## config.mk

```make
export PLATFORM = sky130hd
export DESIGN_NAME = rcw_seq
export DESIGN_NICKNAME = d
export VERILOG_FILES = /design/src/rtl/rcw_pkg.sv /design/src/rtl/rcw_rst_sync.sv /design/src/rtl/rcw_fetch.sv /design/src/rtl/rcw_decode.sv /design/src/rtl/rcw_seq.sv
export SDC_FILE = /design/constraint.sdc
export NUM_CORES = 1
export LEC_CHECK = 0
export BUFFER_PORTS_ARGS = -buffer_cell sky130_fd_sc_hd__buf_2
export CORE_UTILIZATION = 49
export CTS_BUF_LIST = sky130_fd_sc_hd__clkbuf_8
export DETAILED_ROUTE_END_ITERATION = 12
export GPL_TIMING_DRIVEN = 0
export PLACE_DENSITY = 0.83
export REMOVE_ABC_BUFFERS = 1
export SETUP_SLACK_MARGIN = 0.1
export SYNTH_ARGS = -nofsm -noshare
export SYNTH_HDL_FRONTEND = slang
export SYNTH_SLANG_ARGS = --single-unit
```

## constraint.sdc

```tcl
create_clock -name clk -period 2.95 [get_ports clk]
set_clock_uncertainty 0.05 [all_clocks]
set_input_delay 0 -clock clk [delete_from_list [all_inputs] [get_ports clk]]
set_output_delay 0 -clock clk [all_outputs]
set_load 0.01 [all_outputs]
```

## src/rtl/rcw_pkg.sv

```systemverilog
package rcw_pkg;

  typedef enum logic [1:0] {
    ST_DECIDE = 2'd0,
    ST_REQ    = 2'd1,
    ST_SEL    = 2'd2,
    ST_DONE   = 2'd3
  } seq_state_e;

  // port-size code to width in bits
  function automatic logic [6:0] ps_to_width(input logic [1:0] code);
    case (code)
      2'b00:   ps_to_width = 7'd64;
      2'b01:   ps_to_width = 7'd8;
      2'b10:   ps_to_width = 7'd16;
      default: ps_to_width = 7'd32;
    endcase
  endfunction

endpackage

```

## src/rtl/rcw_rst_sync.sv

```systemverilog
module rcw_rst_sync #(
  parameter int STAGES = 2
) (
  input  logic clk,
  input  logic arst_n,
  output logic rst_n
);
  logic [STAGES-1:0] pipe_q;

  always_ff @(posedge clk or negedge arst_n) begin
    if (!arst_n) pipe_q <= '0;
    else         pipe_q <= {pipe_q[STAGES-2:0], 1'b1};
  end

  assign rst_n = pipe_q[STAGES-1];
endmodule

```

## src/rtl/rcw_fetch.sv

```systemverilog
module rcw_fetch
  import rcw_pkg::*;
#(
  parameter int          DW        = 32,
  parameter int          AW        = 16,
  parameter int          NWORDS    = 8,
  parameter logic [AW-1:0] BASE_ADDR = '0
) (
  input  logic              clk,
  input  logic              seq_rst_n,
  input  logic              por_rst_n,
  input  logic              stb_s,
  input  logic              rd_ack,
  input  logic [DW-1:0]     rd_data,
  output logic              rd_req,
  output logic [AW-1:0]     rd_addr,
  output logic [NWORDS-1:0] sel,
  output logic [DW-1:0]     data,
  output logic              done,
  output logic              master
);
  localparam int IDXW = (NWORDS > 1) ? $clog2(NWORDS) : 1;
  localparam logic [IDXW-1:0] LAST = IDXW'(NWORDS - 1);

  seq_state_e      state_q, state_d;
  logic [IDXW-1:0] idx_q, idx_d;
  logic [DW-1:0]   buf_q;
  logic            buf_en;
  logic            done_q, done_d;
  logic            master_q, master_d;
  logic            decided_q, decided_d;

  always_comb begin
    state_d   = state_q;
    idx_d     = idx_q;
    buf_en    = 1'b0;
    done_d    = done_q;
    master_d  = master_q;
    decided_d = decided_q;
    case (state_q)
      ST_DECIDE: begin
        if (decided_q) begin
          state_d = (master_q && !done_q) ? ST_REQ : ST_DONE;
        end else begin
          decided_d = 1'b1;
          if (!stb_s) begin
            master_d = 1'b1;
            state_d  = ST_REQ;
          end else begin
            done_d  = 1'b1;
            state_d = ST_DONE;
          end
        end
      end
      ST_REQ: begin
        if (rd_ack) begin
          buf_en  = 1'b1;
          state_d = ST_SEL;
        end
      end
      ST_SEL: begin
        if (idx_q == LAST) begin
          done_d  = 1'b1;
          state_d = ST_DONE;
        end else begin
          idx_d   = idx_q + 1'b1;
          state_d = ST_REQ;
        end
      end
      default: state_d = ST_DONE;
    endcase
  end

  // sequencer state: cleared by either reset
  always_ff @(posedge clk or negedge seq_rst_n) begin
    if (!seq_rst_n) begin
      state_q <= ST_DECIDE;
      idx_q   <= '0;
      buf_q   <= '0;
    end else begin
      state_q <= state_d;
      idx_q   <= idx_d;
      if (buf_en) buf_q <= rd_data;
    end
  end

  // role and completion: power-on reset only, frozen during hard reset
  always_ff @(posedge clk or negedge por_rst_n) begin
    if (!por_rst_n) begin
      done_q    <= 1'b0;
      master_q  <= 1'b0;
      decided_q <= 1'b0;
    end else if (seq_rst_n) begin
      done_q    <= done_d;
      master_q  <= master_d;
      decided_q <= decided_d;
    end
  end

  for (genvar i = 0; i < NWORDS; i++) begin : g_sel
    assign sel[i] = (state_q == ST_SEL) && (idx_q == IDXW'(i));
  end

  assign rd_req  = (state_q == ST_REQ);
  assign rd_addr = BASE_ADDR + AW'(idx_q);
  assign data    = buf_q;
  assign done    = done_q;
  assign master  = master_q;
endmodule

```

## src/rtl/rcw_decode.sv

```systemverilog
module rcw_decode
  import rcw_pkg::*;
#(
  parameter int DW = 32
) (
  input  logic [DW-1:0] word,
  output logic          earb,
  output logic          ext_memc,
  output logic          core_dis,
  output logic          ext_bus_mode,
  output logic [6:0]    bank0_width
);
  // bit n counts from the most significant end
  localparam int P_EARB = DW - 1 - 0;
  localparam int P_EXMC = DW - 1 - 1;
  localparam int P_CDIS = DW - 1 - 2;
  localparam int P_EBM  = DW - 1 - 3;
  localparam int P_PSHI = DW - 1 - 4;
  localparam int P_PSLO = DW - 1 - 5;

  assign earb         = word[P_EARB];
  assign ext_memc     = word[P_EXMC];
  assign core_dis     = word[P_CDIS];
  assign ext_bus_mode = word[P_EBM];
  assign bank0_width  = ps_to_width({word[P_PSHI], word[P_PSLO]});
endmodule

```

## src/rtl/rcw_seq.sv

```systemverilog
module rcw_seq
  import rcw_pkg::*;
#(
  parameter int            DW        = 32,
  parameter int            AW        = 16,
  parameter int            NWORDS    = 8,
  parameter logic [AW-1:0] BASE_ADDR = 16'h0100
) (
  input  logic              clk,
  input  logic              por_n,
  input  logic              hrst_n,
  input  logic              cfg_stb_i,
  input  logic [DW-1:0]     cfg_data_i,
  output logic              rd_req_o,
  output logic [AW-1:0]     rd_addr_o,
  input  logic              rd_ack_i,
  input  logic [DW-1:0]     rd_data_i,
  output logic [NWORDS-1:0] sel_o,
  output logic [DW-1:0]     cfg_data_o,
  output logic              done_o,
  output logic              rst_hold_o,
  output logic [DW-1:0]     cfg_word_o,
  output logic              earb_o,
  output logic              ext_memc_o,
  output logic              core_dis_o,
  output logic              ext_bus_mode_o,
  output logic [6:0]        bank0_width_o
);
  localparam int SYNC = 2;

  logic por_rst_n, hrst_rst_n, seq_rst_n;
  logic [SYNC:0] stb_q;
  logic stb_s, stb_fall;
  logic master, own_load, slave_load, word_en;
  logic [DW-1:0] word_q, word_d;

  rcw_rst_sync #(.STAGES(SYNC)) i_por_sync (
    .clk(clk), .arst_n(por_n), .rst_n(por_rst_n));

  rcw_rst_sync #(.STAGES(SYNC)) i_hrst_sync (
    .clk(clk), .arst_n(hrst_n & por_n), .rst_n(hrst_rst_n));

  assign seq_rst_n = por_rst_n & hrst_rst_n;

  // strobe synchroniser plus edge stage, no reset so it fills during reset
  always_ff @(posedge clk) begin
    stb_q <= {stb_q[SYNC-1:0], cfg_stb_i};
  end
  assign stb_s    = stb_q[SYNC-1];
  assign stb_fall = stb_q[SYNC] & ~stb_q[SYNC-1];

  rcw_fetch #(
    .DW(DW), .AW(AW), .NWORDS(NWORDS), .BASE_ADDR(BASE_ADDR)
  ) i_fetch (
    .clk(clk), .seq_rst_n(seq_rst_n), .por_rst_n(por_rst_n),
    .stb_s(stb_s), .rd_ack(rd_ack_i), .rd_data(rd_data_i),
    .rd_req(rd_req_o), .rd_addr(rd_addr_o), .sel(sel_o),
    .data(cfg_data_o), .done(done_o), .master(master));

  assign own_load   = master & sel_o[0];
  assign slave_load = seq_rst_n & done_o & ~master & stb_fall;
  assign word_en    = own_load | slave_load;
  assign word_d     = own_load ? cfg_data_o : cfg_data_i;

  always_ff @(posedge clk or negedge por_rst_n) begin
    if (!por_rst_n)    word_q <= '0;
    else if (word_en)  word_q <= word_d;
  end

  assign cfg_word_o = word_q;
  assign rst_hold_o = ~done_o;

  rcw_decode #(.DW(DW)) i_decode (
    .word(word_q), .earb(earb_o), .ext_memc(ext_memc_o),
    .core_dis(core_dis_o), .ext_bus_mode(ext_bus_mode_o),
    .bank0_width(bank0_width_o));
endmodule

```

==> report_table.html, run 1 <==
<table>
<tr><th>Metric</th><th>Value</th></tr>
<tr><th colspan="2">Outcome</th></tr>
<tr><td>Status</td><td>completed</td></tr>
<tr><th colspan="2">Setup path</th></tr>
<tr><td>Crit Reg-Reg Startpoint</td><td>i_fetch.idx_q[0]</td></tr>
<tr><td>Sort of element at the end of the critical path</td><td>register</td></tr>
<tr><td>Setup slack of the worst register-to-register path</td><td>0.42 ns</td></tr>
<tr><td>Data arrival time at the worst-slack endpoint</td><td>roughly 2.8 ns</td></tr>
<tr><td>Type of element launching the critical path</td><td>register</td></tr>
<tr><td>CP max FO</td><td>32</td></tr>
<tr><td>Required time of the critical path</td><td>3.16 ns</td></tr>
<tr><td>Number of cells on the worst reg-to-reg path</td><td>6</td></tr>
<tr><td>Endpoint of the worst register-to-register path</td><td>cfg_word_o[10]</td></tr>
<tr><td>Worst setup path category</td><td>register to register</td></tr>
<tr><th colspan="2">Die</th></tr>
<tr><td>Area enclosed by the die boundary</td><td>8110 um^2</td></tr>
<tr><td>Effective utilization at floorplan</td><td>0.515</td></tr>
<tr><td>Vertical die dimension</td><td>90.0 um</td></tr>
<tr><td>Number of core rows</td><td>31</td></tr>
<tr><td>Die extent in x</td><td>about 90 um</td></tr>
<tr><td>Area of the core region</td><td>7370 um^2</td></tr>
<tr><td>I/O pin count</td><td>171</td></tr>
<tr><th colspan="2">Global route</th></tr>
<tr><td>Via count of the first global-routing pass</td><td>between 3000 and 4000</td></tr>
<tr><td>Antenna violations before repair</td><td>0</td></tr>
<tr><td>GRT Resource Usage Total</td><td>0.282</td></tr>
<tr><td>Remaining global-route overflow</td><td>0</td></tr>
<tr><td>Largest net degree at the start of global routing</td><td>38</td></tr>
<tr><td>Wire length of the first global-routing pass</td><td>around 18 mm</td></tr>
<tr><th colspan="2">Synth</th></tr>
<tr><td>Dominant synthesized flop cell</td><td>dfrtp_1</td></tr>
<tr><td>Fraction of the yosys area taken by sequential cells</td><td>0.517</td></tr>
<tr><td>Xor/xnor cell area share of the yosys netlist</td><td>0.00231</td></tr>
<tr><td>Synthesis-stage register bit count</td><td>slightly below 80</td></tr>
<tr><td>FFs w/ async S/R, synth</td><td>0.962</td></tr>
<tr><td>Netlist Area Pre-Place</td><td>3800 um^2</td></tr>
<tr><td>Share of cell area taken by muxes after synthesis</td><td>0.0949</td></tr>
<tr><td>Number of synthesized flops with an enable pin</td><td>0</td></tr>
<tr><td>Number of warning messages in the yosys log</td><td>0</td></tr>
<tr><td>Simple-gate portion of the synthesized area</td><td>0.139</td></tr>
<tr><td>Count of mapped cells out of synthesis</td><td>373</td></tr>
<tr><td>Count of distinct cell types in the synthesized netlist</td><td>33</td></tr>
<tr><td>Ranking of synthesized cells by area</td><td>dfrtp_1 (50%), mux2_1 (9.5%), a31oi_1 (5.3%), or3_1 (5.3%), nor3_1 (4.3%)</td></tr>
<tr><td>Yosys top cell by area</td><td>dfrtp_1</td></tr>
<tr><td>Combinational family with the most area after synthesis</td><td>simple AND/OR/NAND/NOR gates</td></tr>
<tr><td>Mean Syn Cell Area</td><td>10.2 um^2</td></tr>
<tr><td>Adder and majority cell fraction of the synthesized area</td><td>0.0198</td></tr>
<tr><td>Yosys top cell area share</td><td>0.501</td></tr>
<tr><td>Top cells by instance count after synthesis</td><td>dfrtp_1 (76), inv_1 (39), nor3_1 (33)</td></tr>
<tr><td>Complex-gate fraction of the synthesized area</td><td>0.108</td></tr>
<tr><td>Count leader, synth</td><td>dfrtp_1</td></tr>
<tr><th colspan="2">Clock network</th></tr>
<tr><td>Number of CTS-inserted buffers</td><td>9</td></tr>
<tr><td>Number of buffers added for setup after CTS</td><td>0</td></tr>
<tr><td>H-tree depth reported by CTS</td><td>3</td></tr>
<tr><td>Num Clock Sinks</td><td>slightly below 80</td></tr>
<tr><td>Clock edge transition at the registers on the reported setup and hold paths</td><td>0.08 ns</td></tr>
<tr><td>TritonCTS clock tree</td><td>done</td></tr>
<tr><td>Worst-skew pair later-pin latency</td><td>0.35 ns</td></tr>
<tr><td>CTS Buffer Depth</td><td>2</td></tr>
<tr><td>Clock root buffer master</td><td>clkbuf_8</td></tr>
<tr><th colspan="2">Pwr</th></tr>
<tr><td>Max VDD drop</td><td>0.279 mV</td></tr>
<tr><td>Fraction of power consumed by the clock network</td><td>0.347</td></tr>
<tr><td>Internal cell power</td><td>about 2.0 mW</td></tr>
<tr><td>Share of total power in sequential cells</td><td>0.470</td></tr>
<tr><td>Switch share</td><td>0.261</td></tr>
<tr><td>Net switching power of the design</td><td>just under 0.7 mW</td></tr>
<tr><td>Static Leakage</td><td>2.88 nW</td></tr>
<tr><td>Relative contribution of combinational cells to total power</td><td>0.183</td></tr>
<tr><td>Pwr/cell area</td><td>486 nW/um^2</td></tr>
<tr><th colspan="2">Final layout</th></tr>
<tr><td>Share of layout cells above drive strength 1</td><td>0.311</td></tr>
<tr><td>Antenna diodes</td><td>0</td></tr>
<tr><td>Total Nets Final</td><td>approximately 650</td></tr>
<tr><td>Core occupancy in the finished layout</td><td>0.742</td></tr>
<tr><td>Count of non-filler cells in the finished layout</td><td>681</td></tr>
<tr><td>Area delta synth-&gt;final</td><td>43.9%</td></tr>
<tr><td>Post-layout instance area</td><td>5470 um^2</td></tr>
<tr><th colspan="2">Placement</th></tr>
<tr><td>IO buf count</td><td>154</td></tr>
<tr><td>Placed wire-length estimate after detailed placement</td><td>6.21 mm</td></tr>
<tr><td>Placed cell count</td><td>596</td></tr>
<tr><td>Final GP Congestion</td><td>0.758</td></tr>
<tr><td>Cell area after placement</td><td>4540 um^2</td></tr>
<tr><td>Worst slack after detailed placement</td><td>about 0.062 ns</td></tr>
<tr><th colspan="2">Timing</th></tr>
<tr><td>Final worst setup slack</td><td>roughly 0.42 ns</td></tr>
<tr><td>Worst hold-check slack</td><td>approximately 0.043 ns</td></tr>
<tr><td>Final hold viol count</td><td>0</td></tr>
<tr><td>Slew @ Worst Pin</td><td>1.13 ns</td></tr>
<tr><td>RSZ-0062 raised after global routing</td><td>false</td></tr>
<tr><td>Final worst path period share</td><td>0.859</td></tr>
<tr><td>Final max-slew violation count</td><td>0</td></tr>
<tr><td>Setup-violating endpoint count in the final report</td><td>0</td></tr>
<tr><td>Relative max-transition margin</td><td>0.245</td></tr>
<tr><td>Tmin final</td><td>2.53 ns</td></tr>
<tr><td>Max Freq</td><td>0.395 GHz</td></tr>
<tr><th colspan="2">Detailed routing</th></tr>
<tr><td>DRC viols</td><td>0</td></tr>
<tr><td>DRC violation total after the first TritonRoute iteration</td><td>178</td></tr>
<tr><td>DR WL/cell</td><td>about 16 um</td></tr>
<tr><td>Post-DR vias/cell</td><td>5.35</td></tr>
<tr><td>Post-route antenna net violation count</td><td>0</td></tr>
<tr><td>Number of detailed-route iterations in the first pass</td><td>4</td></tr>
<tr><td>Routed WL</td><td>11.1 mm</td></tr>
<tr><td>Detailed-route via count</td><td>3646</td></tr>
<tr><th colspan="2">Flow run</th></tr>
<tr><td>Maxcap violations</td><td>0</td></tr>
<tr><th colspan="2">Hold path</th></tr>
<tr><td>Worst min-delay path category</td><td>primary input to async pin</td></tr>
</table>
-- power by group through the flow --
stage	logic [mW]	clock network (mW)	registers [mW]
floorplan	0.146	0	1.31
detailed placement	0.406	0	1.27
global route	0.528	0.976	1.26
CTS	0.477	0.938	1.25
global placement	0.381	0	1.26
finish	0.487	0.922	1.25
-- worst max-delay path, cell delays in order (launching register included) --
cell and delay, ns:
dfrtp_1 0.42, inv_1 0.13, ha_1 0.18, nand4bb_1 0.66
inv_2 0.26, nand2_2 0.42, a31oi_1 0.31
-- cells in the final DEF (no fill, tap or decap), types with 7 or more instances in the layout --
cell type,n
clkbuf_8,12
mux2_1,32
dlygate4sd3_1,69
or3_1,32
inv_1,39
nor2_1,7
a31oi_1,32
nor3_1,33
conb_1,18
dfrtp_1,75
o21ai_1,30
buf_2,154
-- metrics by stage --
stage	power [mW]	setup TNS [ns]
floorplan	1.45	-15.93
finish	2.66	0
detailed placement	1.67	0
global route	2.76	0
CTS	2.66	0
global placement	1.64	-105.96
-- worst max-delay path by stage --
stage	start	end	slack, ns
after global placement	i_por_sync.pipe_q[1]	i_fetch.state_q[0]	-1.91
after detailed placement	i_fetch.idx_q[0]	cfg_word_o[30]	0.06
final	i_fetch.idx_q[0]	cfg_word_o[10]	0.42
after floorplan	i_por_sync.pipe_q[1]	i_fetch.data[0]	-0.41
after CTS	i_por_sync.pipe_q[1]	i_fetch.data[16]	0.32
after global routing	i_por_sync.pipe_q[1]	i_fetch.data[16]	0.12
-- flip-flops by register name (all words and copies together) (netlist names), 2 cells and up --
register / flops
i_fetch.idx_q: 3
i_por_sync.pipe_q: 2
i_fetch.data: 32
stb_q: 3
i_fetch.state_q: 2
i_hrst_sync.pipe_q: 2
cfg_word_o: 32
-- what timing repair did --
item	CTS	global route
gates resized for setup	1	0
hold buffers	69	0
hold endpoints to repair	70	0
endpoints found under the setup margin	17	0
-- layer usage --
metal	vias to the layer above	global-route usage	part of all wire
met4	0	0.122	0.023
met1	1739	0.323	0.37
met3	26	0.0618	0.079
li1	1655	-	-
met2	226	0.504	0.52
met5	-	0	0
-- cells by family (layout without fill, tap and decap cells) --
logic type | count (synthesis) | after routing
XOR/XNOR | 1 | 1
AND/OR/NAND/NOR | 92 | 92
multiplexers | 32 | 32
adder cells (fa/ha/maj) | 6 | 6
other | 2 | 18
flip-flops | 79 | 79
buffers and inverters | 89 | 282
AO/OA/AOI/OAI | 72 | 72
-- cell type report --
type                       count  area (um^2)
sequential                    79         1960
fill                         502         1900
timing repair buffer         226         1530
multi-input combinational    221         1460
clock buffer                  12          165
inverter                      40          150
tap                           99          124
clock inverter                 4         68.8
No activity file was read; power rests on OpenSTA's default activity.
==> inputs of run 2 (changes only) <==
--- a/config.mk
+++ b/config.mk
@@ -6,11 +6,12 @@
 export NUM_CORES = 1
 export LEC_CHECK = 0
 export BUFFER_PORTS_ARGS = -buffer_cell sky130_fd_sc_hd__buf_2
-export CORE_UTILIZATION = 49
+export CORE_ASPECT_RATIO = 2
+export CORE_UTILIZATION = 45
 export CTS_BUF_LIST = sky130_fd_sc_hd__clkbuf_8
 export DETAILED_ROUTE_END_ITERATION = 12
 export GPL_TIMING_DRIVEN = 0
-export PLACE_DENSITY = 0.83
+export PLACE_DENSITY = 0.77
 export REMOVE_ABC_BUFFERS = 1
 export SETUP_SLACK_MARGIN = 0.1
 export SYNTH_ARGS = -nofsm -noshare
==> run 2 against run 1 <==
Register-to-register slack better by 0.12 ns. Design area is essentially flat. Worst hold slack better by 0.0028 ns. Largest cell class unchanged. Non-clock buffer count unchanged.
==> report_table.html, run 2 (synthesis gave the netlist of run 1 again) <==
<table>
<tr><th>Metric</th><th>Value</th></tr>
<tr><th colspan="2">Die</th></tr>
<tr><td>Area of the core region</td><td>8230 um^2 (+12%)</td></tr>
<tr><td>Number of core rows</td><td>47 (+52%)</td></tr>
<tr><td>Effective utilization at floorplan</td><td>0.461 (-0.0540)</td></tr>
<tr><td>Die extent in x</td><td>67.0 um (-26%)</td></tr>
<tr><td>Vertical die dimension</td><td>132 um (+47%)</td></tr>
<tr><td>I/O pin count</td><td>171 (unchanged)</td></tr>
<tr><td>Area enclosed by the die boundary</td><td>8830 um^2 (+9.0%)</td></tr>
<tr><th colspan="2">Timing</th></tr>
<tr><td>Max Freq</td><td>0.414 GHz (+4.8%)</td></tr>
<tr><td>Final max-slew violation count</td><td>0 (unchanged)</td></tr>
<tr><td>Final hold viol count</td><td>0 (unchanged)</td></tr>
<tr><td>Slew @ Worst Pin</td><td>1.10 ns (-0.0261 ns)</td></tr>
<tr><td>RSZ-0062 raised after global routing</td><td>false</td></tr>
<tr><td>Setup-violating endpoint count in the final report</td><td>0 (unchanged)</td></tr>
<tr><td>Worst hold-check slack</td><td>0.0461 ns (+0.00276 ns)</td></tr>
<tr><td>Relative max-transition margin</td><td>0.263 (+0.0174)</td></tr>
<tr><td>Final worst path period share</td><td>0.820 (-0.0393)</td></tr>
<tr><td>Tmin final</td><td>2.42 ns (-0.116 ns)</td></tr>
<tr><td>Aggregate negative setup slack</td><td>0 ns (unchanged)</td></tr>
<tr><th colspan="2">Pwr</th></tr>
<tr><td>Relative contribution of combinational cells to total power</td><td>0.186 (+0.003)</td></tr>
<tr><td>Switch share</td><td>0.261 (about the same)</td></tr>
<tr><td>Max VDD drop</td><td>0.398 mV (+43%)</td></tr>
<tr><td>Internal cell power</td><td>1.94 mW (-1.4%)</td></tr>
<tr><td>Pwr/cell area</td><td>479 nW/um^2 (-1.4%)</td></tr>
<tr><td>Fraction of power consumed by the clock network</td><td>0.340 (-0.007)</td></tr>
<tr><td>Static Leakage</td><td>2.89 nW (about the same)</td></tr>
<tr><td>Total power consumption of the routed design</td><td>2.62 mW (-1.4%)</td></tr>
<tr><td>Net switching power of the design</td><td>0.683 mW (-1.5%)</td></tr>
<tr><td>Share of total power in sequential cells</td><td>0.474 (+0.004)</td></tr>
<tr><th colspan="2">Clock network</th></tr>
<tr><td>H-tree depth reported by CTS</td><td>3 (unchanged)</td></tr>
<tr><td>Num Clock Sinks</td><td>79 (unchanged)</td></tr>
<tr><td>Number of buffers added for setup after CTS</td><td>0 (unchanged)</td></tr>
<tr><td>Clock root buffer master</td><td>clkbuf_8</td></tr>
<tr><td>Clock edge transition at the registers on the reported setup and hold paths</td><td>0.08 ns (about the same)</td></tr>
<tr><td>Number of CTS-inserted buffers</td><td>9 (unchanged)</td></tr>
<tr><td>Worst-skew pair later-pin latency</td><td>0.33 ns (-0.02 ns)</td></tr>
<tr><td>CTS Buffer Depth</td><td>2 (unchanged)</td></tr>
<tr><td>TritonCTS clock tree</td><td>done</td></tr>
<tr><th colspan="2">Setup path</th></tr>
<tr><td>Type of element launching the critical path</td><td>register</td></tr>
<tr><td>Number of cells on the worst reg-to-reg path</td><td>4 (-2)</td></tr>
<tr><td>Worst setup path category</td><td>register to register</td></tr>
<tr><td>CP max FO</td><td>46 (+44%)</td></tr>
<tr><td>Worst-path cell with the longest stage delay</td><td>dfrtp_2</td></tr>
<tr><td>Highest cell delay on the worst timing path</td><td>0.91 ns (+0.25 ns)</td></tr>
<tr><td>Required time of the critical path</td><td>3.15 ns (about the same)</td></tr>
<tr><td>Cell breakdown of the critical path</td><td>nand2_2 &gt; buf_12 &gt; or3_1 &gt; a31oi_1</td></tr>
<tr><td>Setup slack of the worst register-to-register path</td><td>0.53 ns (+0.12 ns)</td></tr>
<tr><td>Data arrival time at the worst-slack endpoint</td><td>2.62 ns (-0.13 ns)</td></tr>
<tr><td>Sort of element at the end of the critical path</td><td>register</td></tr>
<tr><th colspan="2">Global route</th></tr>
<tr><td>Largest net degree at the start of global routing</td><td>47 (+24%)</td></tr>
<tr><td>Remaining global-route overflow</td><td>0 (unchanged)</td></tr>
<tr><td>GRT Resource Usage Total</td><td>0.271 (-0.0114)</td></tr>
<tr><td>Wire length of the first global-routing pass</td><td>18.0 mm (-0.46%)</td></tr>
<tr><td>Antenna violations before repair</td><td>0 (unchanged)</td></tr>
<tr><td>Via count of the first global-routing pass</td><td>3798 (+2.1%)</td></tr>
<tr><th colspan="2">Detailed routing</th></tr>
<tr><td>Routed metal-1 wire length</td><td>4.05 mm (-2.9%)</td></tr>
<tr><td>Number of detailed-route iterations in the first pass</td><td>4 (unchanged)</td></tr>
<tr><td>DRC viols</td><td>0 (unchanged)</td></tr>
<tr><td>DRC violation total after the first TritonRoute iteration</td><td>237 (+33%)</td></tr>
<tr><td>Detailed-route via count</td><td>3571 (-2.1%)</td></tr>
<tr><td>Post-route antenna net violation count</td><td>0 (unchanged)</td></tr>
<tr><td>DR WL/cell</td><td>16.4 um (+0.14%)</td></tr>
<tr><td>Wire length on met3</td><td>456 um (-48%)</td></tr>
<tr><td>Routed WL</td><td>11.1 mm (about the same)</td></tr>
<tr><td>Top sig layer</td><td>met4</td></tr>
<tr><td>Post-DR vias/cell</td><td>5.25 (-1.9%)</td></tr>
<tr><td>Total length of routed met2 wires</td><td>6.17 mm (+6.0%)</td></tr>
<tr><th colspan="2">Placement</th></tr>
<tr><td>Placed wire-length estimate after detailed placement</td><td>6.83 mm (+9.9%)</td></tr>
<tr><td>Placed cell count</td><td>595 (-0.17%)</td></tr>
<tr><td>IO buf count</td><td>154 (unchanged)</td></tr>
<tr><td>Final GP Congestion</td><td>0.776 (+2.3%)</td></tr>
<tr><th colspan="2">Flow run</th></tr>
<tr><td>Maxcap violations</td><td>0 (unchanged)</td></tr>
<tr><th colspan="2">Final layout</th></tr>
<tr><td>Most used cells in the layout excluding fill and tap cells</td><td>buf_2 (154), dfrtp_1 (75), dlygate4sd3_1 (69)</td></tr>
<tr><td>Antenna diodes</td><td>0 (unchanged)</td></tr>
<tr><td>Count of non-filler cells in the finished layout</td><td>680 (-0.15%)</td></tr>
<tr><td>Total Nets Final</td><td>652 (unchanged)</td></tr>
<tr><td>Most common cell after layout, fill and taps aside</td><td>buf_2</td></tr>
<tr><td>Share of layout cells above drive strength 1</td><td>0.311 (unchanged)</td></tr>
<tr><td>Area delta synth-&gt;final</td><td>43.9% (about the same)</td></tr>
<tr><th colspan="2">Outcome</th></tr>
<tr><td>Status</td><td>completed</td></tr>
<tr><th colspan="2">Hold path</th></tr>
<tr><td>Worst min-delay path category</td><td>primary input to async pin</td></tr>
</table>
==> run 2: cell types whose count changed in the layout (fill, tap and decap cells not counted) <==
cell / change
inv_1: +1
nand4bb_2: +1
buf_8: -1
buf_12: +1
clkbuf_8: -1
nand4bb_1: -1
==> run 2: per-layer routing <==
layer  vias up  global-route usage
li1       1655                   -
met1      1718               0.286
met2       162               0.474
met3        36              0.0502
met4         0               0.163
met5         -                   0
==> run 2: what timing repair did <==
action	4_1_cts	5_1_grt
endpoints found under the setup margin	0	32
hold buffers	69	0
hold endpoints to repair	70	0
resized for setup	0	1
==> run 2: final timing paths <==
path / from / end
setup reg to reg: i_por_sync.pipe_q[1] / cfg_word_o[17]
min in group clk: stb_q[0] / stb_q[1]
hold reg to reg: stb_q[0] / stb_q[1]
max in group asynchronous: i_por_sync.pipe_q[1] / i_fetch.state_q[1]
hold / removal: por_n / i_hrst_sync.pipe_q[1]
setup / recovery: i_por_sync.pipe_q[1] / cfg_word_o[17]
==> run 2: through the flow <==
stage / setup slack [ns] / instance area [um^2] / utilization
global route: 0.234 / 5460 / 0.664
finish: 0.532 / 5460 / 0.664
global placement: -2.07 / 4460 / 0.541
detailed placement: 0.160 / 4550 / 0.552
floorplan: -0.405 / 3560 / -
CTS: 0.151 / 5460 / 0.663
==> run 2: power groups by stage <==
stage / clock [mW] / sequential [mW] / combinational, mW
finish: 0.890 / 1.24 / 0.488
floorplan: 0 / 1.31 / 0.146
global route: 0.956 / 1.26 / 0.531
detailed placement: 0 / 1.26 / 0.411
global placement: 0 / 1.26 / 0.388
CTS: 0.912 / 1.24 / 0.482
==> run 2: cell type report <==
type	instances	area, um^2
Clock buffer	11	151
Clock inverter	5	72.6
Fill cell	624	2770
Inverter	40	150
Multi-Input combinational cell	221	1470
Sequential cell	79	1960
Tap cell	98	123
Timing Repair Buffer	226	1540
==> run 2: critical path, delay by kind of cell (launching register included) <==
family	cells	cell delay, ns
AOI/OAI and AO/OA	1	0.20
and+or+nand+nor	2	0.85
DFF	1	0.91
buffers and inverters	1	0.32
==> inputs of run 3 (changes only) <==
--- a/config.mk
+++ b/config.mk
@@ -5,13 +5,14 @@
 export SDC_FILE = /design/constraint.sdc
 export NUM_CORES = 1
 export LEC_CHECK = 0
+export ABC_AREA = 1
 export BUFFER_PORTS_ARGS = -buffer_cell sky130_fd_sc_hd__buf_2
 export CORE_ASPECT_RATIO = 2
-export CORE_UTILIZATION = 45
+export CORE_UTILIZATION = 44
 export CTS_BUF_LIST = sky130_fd_sc_hd__clkbuf_8
 export DETAILED_ROUTE_END_ITERATION = 12
 export GPL_TIMING_DRIVEN = 0
-export PLACE_DENSITY = 0.77
+export PLACE_DENSITY = 0.79
 export REMOVE_ABC_BUFFERS = 1
 export SETUP_SLACK_MARGIN = 0.1
 export SYNTH_ARGS = -nofsm -noshare
==> constraint.sdc (replaced) <==
create_clock -name clk -period 1.95 [get_ports clk]
set_clock_uncertainty 0.05 [all_clocks]
set_input_delay 0 -clock clk [delete_from_list [all_inputs] [get_ports clk]]
set_output_delay 0 -clock clk [all_outputs]
set_load 0.01 [all_outputs]
==> run 3 against run 2 <==
Sequential cell count unchanged. Maximum frequency up 39%. Register-to-register slack worse by 0.32 ns. First-iteration DRC count up 19%. Utilization up 3.1 points. Clock power up 35%. Design area up 5.4%. Wire length up 16%. Critical path depth up 5. Sequential share of layout area down 1.7 points. Critical path type unchanged.
==> report_table.html, run 3 <==
<table>
<tr><th>Metric</th><th>Value</th></tr>
<tr><th colspan="2">Global route</th></tr>
<tr><td>Antenna violations before repair</td><td>0 (unchanged)</td></tr>
<tr><td>GRT Resource Usage Total</td><td>0.298 (+0.0279)</td></tr>
<tr><td>Largest net degree at the start of global routing</td><td>50 (+6.4%)</td></tr>
<tr><td>Via count of the first global-routing pass</td><td>4175 (+9.9%)</td></tr>
<tr><td>Remaining global-route overflow</td><td>0 (unchanged)</td></tr>
<tr><td>Wire length of the first global-routing pass</td><td>19.7 mm (+9.5%)</td></tr>
<tr><th colspan="2">Final layout</th></tr>
<tr><td>Area delta synth-&gt;final</td><td>52.1%</td></tr>
<tr><td>Antenna diodes</td><td>0 (unchanged)</td></tr>
<tr><td>Share of layout cells above drive strength 1</td><td>0.289 (-0.0225)</td></tr>
<tr><td>Most common cell after layout, fill and taps aside</td><td>buf_2</td></tr>
<tr><td>Total Nets Final</td><td>784 (+20%)</td></tr>
<tr><td>Number of fill cells</td><td>615 (-1.4%)</td></tr>
<tr><td>Area of combinational cells with multiple inputs</td><td>1410 um^2 (-3.7%)</td></tr>
<tr><td>Core occupancy in the finished layout</td><td>0.695 (+0.0309)</td></tr>
<tr><td>Count of non-filler cells in the finished layout</td><td>812 (+19%)</td></tr>
<tr><td>Most used cells in the layout excluding fill and tap cells</td><td>buf_2 (154), nand2_1 (104), inv_1 (76)</td></tr>
<tr><td>Total area of sequential cells</td><td>1970 um^2 (+0.32%)</td></tr>
<tr><th colspan="2">Setup path</th></tr>
<tr><td>Most numerous cell on the critical path</td><td>nand2_1</td></tr>
<tr><td>Cell breakdown of the critical path</td><td>inv_2 &gt; ha_2 &gt; inv_1 &gt; nor2_4 &gt; nand3_4 &gt; clkbuf_16 &gt; nand2_1 &gt; nand3_1 &gt; nand2_1</td></tr>
<tr><td>Sort of element at the end of the critical path</td><td>register</td></tr>
<tr><td>Number of cells on the worst reg-to-reg path</td><td>9 (+5)</td></tr>
<tr><td>Required time of the critical path</td><td>2.19 ns (-0.96 ns)</td></tr>
<tr><td>Type of element launching the critical path</td><td>register</td></tr>
<tr><td>Data arrival time at the worst-slack endpoint</td><td>1.97 ns (-0.65 ns)</td></tr>
<tr><td>Worst-path cell with the longest stage delay</td><td>dfrtp_1</td></tr>
<tr><td>Worst setup path category</td><td>register to register</td></tr>
<tr><td>CP max FO</td><td>8 (-83%)</td></tr>
<tr><td>Highest cell delay on the worst timing path</td><td>0.40 ns (-0.51 ns)</td></tr>
<tr><th colspan="2">Detailed routing</th></tr>
<tr><td>Detailed-route via count</td><td>4053 (+13%)</td></tr>
<tr><td>DR WL/cell</td><td>15.9 um (-2.8%)</td></tr>
<tr><td>Post-DR vias/cell</td><td>4.99 (-5.0%)</td></tr>
<tr><td>Number of detailed-route iterations in the first pass</td><td>5 (+1)</td></tr>
<tr><td>Post-route antenna net violation count</td><td>0 (unchanged)</td></tr>
<tr><td>DRC violation total after the first TritonRoute iteration</td><td>282 (+19%)</td></tr>
<tr><td>Routed WL</td><td>12.9 mm (+16%)</td></tr>
<tr><td>DRC viols</td><td>0 (unchanged)</td></tr>
<tr><th colspan="2">Synth</th></tr>
<tr><td>Yosys top cell by area</td><td>dfrtp_1</td></tr>
<tr><td>Yosys top cell area share</td><td>0.502 (+0.00149)</td></tr>
<tr><td>FFs w/ async S/R, synth</td><td>0.962 (unchanged)</td></tr>
<tr><td>Count leader, synth</td><td>nand2_1</td></tr>
<tr><td>Count of distinct cell types in the synthesized netlist</td><td>24 (-27%)</td></tr>
<tr><td>Ranking of synthesized cells by area</td><td>dfrtp_1 (50%), nand2_1 (10%), nand3_1 (9.4%), inv_1 (7.6%), a21oi_1 (4.2%)</td></tr>
<tr><td>Number of synthesized flops with an enable pin</td><td>0 (unchanged)</td></tr>
<tr><td>Number of warning messages in the yosys log</td><td>0 (unchanged)</td></tr>
<tr><td>Mean Syn Cell Area</td><td>7.94 um^2 (-22%)</td></tr>
<tr><td>Fraction of the yosys area taken by sequential cells</td><td>0.518 (+0.00154)</td></tr>
<tr><td>Count of mapped cells out of synthesis</td><td>477 (+28%)</td></tr>
<tr><td>Synthesis-stage register bit count</td><td>79 (unchanged)</td></tr>
<tr><td>Dominant synthesized flop cell</td><td>dfrtp_1</td></tr>
<tr><td>Netlist Area Pre-Place</td><td>3790 um^2 (-0.30%)</td></tr>
<tr><td>Top cells by instance count after synthesis</td><td>nand2_1 (105), inv_1 (77), dfrtp_1 (76)</td></tr>
<tr><th colspan="2">Clock network</th></tr>
<tr><td>Num Clock Sinks</td><td>79 (unchanged)</td></tr>
<tr><td>Number of CTS-inserted buffers</td><td>9 (unchanged)</td></tr>
<tr><td>H-tree depth reported by CTS</td><td>3 (unchanged)</td></tr>
<tr><td>TritonCTS clock tree</td><td>done</td></tr>
<tr><td>Clock root buffer master</td><td>clkbuf_8</td></tr>
<tr><td>Worst-skew pair later-pin latency</td><td>0.35 ns (+0.02 ns)</td></tr>
<tr><td>Clock edge transition at the registers on the reported setup and hold paths</td><td>0.08 ns (about the same)</td></tr>
<tr><td>CTS Buffer Depth</td><td>2 (unchanged)</td></tr>
<tr><th colspan="2">Die</th></tr>
<tr><td>Die extent in x</td><td>67.6 um (+0.95%)</td></tr>
<tr><td>Effective utilization at floorplan</td><td>0.457 (-0.00463)</td></tr>
<tr><td>I/O pin count</td><td>171 (unchanged)</td></tr>
<tr><td>Number of core rows</td><td>47 (unchanged)</td></tr>
<tr><td>Vertical die dimension</td><td>133 um (+0.97%)</td></tr>
<tr><td>Area enclosed by the die boundary</td><td>9000 um^2 (+1.9%)</td></tr>
<tr><td>Area of the core region</td><td>8290 um^2 (+0.71%)</td></tr>
<tr><th colspan="2">Pwr</th></tr>
<tr><td>Max VDD drop</td><td>0.865 mV (+120%)</td></tr>
<tr><td>Switch share</td><td>0.388 (+0.127)</td></tr>
<tr><td>Relative contribution of combinational cells to total power</td><td>0.400 (+0.214)</td></tr>
<tr><td>Static Leakage</td><td>3.12 nW (+8.2%)</td></tr>
<tr><td>Fraction of power consumed by the clock network</td><td>0.184 (-0.156)</td></tr>
<tr><td>Internal cell power</td><td>3.99 mW (+110%)</td></tr>
<tr><td>Share of total power in sequential cells</td><td>0.417 (-0.057)</td></tr>
<tr><td>Net switching power of the design</td><td>2.53 mW (+270%)</td></tr>
<tr><td>Pwr/cell area</td><td>1130 nW/um^2 (+140%)</td></tr>
<tr><th colspan="2">Timing</th></tr>
<tr><td>RSZ-0062 raised after global routing</td><td>false</td></tr>
<tr><td>Tmin final</td><td>1.73 ns (-0.684 ns)</td></tr>
<tr><td>Final max-slew violation count</td><td>0 (unchanged)</td></tr>
<tr><td>Worst hold-check slack</td><td>0.232 ns (+0.186 ns)</td></tr>
<tr><td>Final worst setup slack</td><td>0.216 ns (-0.316 ns)</td></tr>
<tr><td>Final hold viol count</td><td>0 (unchanged)</td></tr>
<tr><td>Final worst path period share</td><td>0.889 (+0.0696)</td></tr>
<tr><td>Setup-violating endpoint count in the final report</td><td>0 (unchanged)</td></tr>
<tr><td>Max Freq</td><td>0.577 GHz (+39%)</td></tr>
<tr><th colspan="2">Placement</th></tr>
<tr><td>Placed wire-length estimate after detailed placement</td><td>6.80 mm (-0.39%)</td></tr>
<tr><td>Placed cell count</td><td>704 (+18%)</td></tr>
<tr><td>IO buf count</td><td>154 (unchanged)</td></tr>
<tr><td>Final GP Congestion</td><td>0.772 (-0.45%)</td></tr>
<tr><td>Worst slack after detailed placement</td><td>-1.84 ns (-2.00 ns)</td></tr>
<tr><th colspan="2">Flow run</th></tr>
<tr><td>Maxcap violations</td><td>0 (unchanged)</td></tr>
<tr><th colspan="2">Outcome</th></tr>
<tr><td>Status</td><td>completed</td></tr>
<tr><th colspan="2">Hold path</th></tr>
<tr><td>Worst min-delay path category</td><td>primary input to register</td></tr>
<tr><td>Hold Path Depth</td><td>2</td></tr>
</table>
==> run 3: cell count changes after synthesis, moves of 3 or more <==
cell	before	now
nand2_1	6	105
nand3_1	0	71
inv_1	39	77
a31oi_1	32	0
mux2_1	32	0
nor2_1	7	39
or3_1	32	0
o21ai_1	30	0
a21oi_1	4	32
nor3_1	33	8
clkbuf_1	13	6
buf_2	11	16
buf_6	3	0
==> run 3: worst max-delay path: cells and delay by family, from the launching register on <==
kind,cells,cell delay (ns)
adder cells (fa/ha/maj),1,0.19
buffers and inverters,3,0.42
flip-flops,1,0.40
AND/OR/NAND/NOR,5,0.58
==> run 3: layout make-up <==
class                   count  area share
well taps                  98      0.0213
clock inverters             6     0.00912
clock buffers              10      0.0239
multi-input cells         295       0.245
flip-flops and latches     79       0.342
inverters                  80      0.0580
repair buffers            244       0.300
==> run 3: cells by family (layout without fill, tap and decap cells) <==
group                    Yosys count  count (layout)  synth area share
AO/OA/AOI/OAI                     35              35            0.0469
XOR/XNOR                           1               1           0.00231
adder cells (fa/ha/maj)            6               6            0.0198
buffers and inverters            122             340             0.146
flip-flops                        79              79             0.518
other                              2              18           0.00198
AND/OR/NAND/NOR                  232             235             0.265
==> run 3: metal layers <==
metal / share of wire / GRT usage / wire, um / vias up
li1: - / - / - / 1901
met1: 0.34 / 0.293 / 4450 / 1890
met2: 0.57 / 0.547 / 7340 / 214
met3: 0.047 / 0.0557 / 607 / 48
met4: 0.041 / 0.165 / 535 / 0
met5: 0 / 0 / 0 / -
==> run 3: power groups by stage <==
stage                     Sequential [mW]  Combinational [mW]  Clock (mW)
after floorplan                      3.03               0.883           0
after global placement               2.70                2.20           0
after detailed placement             2.73                2.29           0
after CTS                            2.70                2.48        1.21
after global routing                 2.78                2.84        1.29
final                                2.72                2.60        1.20
==> run 3: repair_timing <==
item	in CTS	in global routing
setup endpoints to repair	71	32
hold endpoints to repair	70	0
pin swaps	4	3
resized for setup	18	7
cloned	3	1
hold buffers	73	0
buffers inserted	8	7
==> run 3: stage by stage <==
stage	power, mW	area (um^2)	setup TNS (ns)
3_5_place_dp	5.02	4510	-59.86
2_1_floorplan	3.91	3590	-56.35
5_1_grt	6.91	5760	0
3_3_place_gp	4.90	4490	-156.26
6_report	6.51	5760	0
4_1_cts	6.38	5630	0
==> run 3: worst paths after layout <==
path                                           start                    to  slack, ns
min in group asynchronous       i_por_sync.pipe_q[1]        cfg_word_o[27]       0.25
worst max-delay path                i_fetch.idx_q[0]        cfg_word_o[12]       0.22
worst min register to register  i_por_sync.pipe_q[1]        cfg_word_o[27]       0.25
worst min-delay path                       cfg_stb_i              stb_q[0]       0.23
worst max register to register      i_fetch.idx_q[0]        cfg_word_o[12]       0.22
max in group asynchronous                      por_n  i_por_sync.pipe_q[1]       0.65
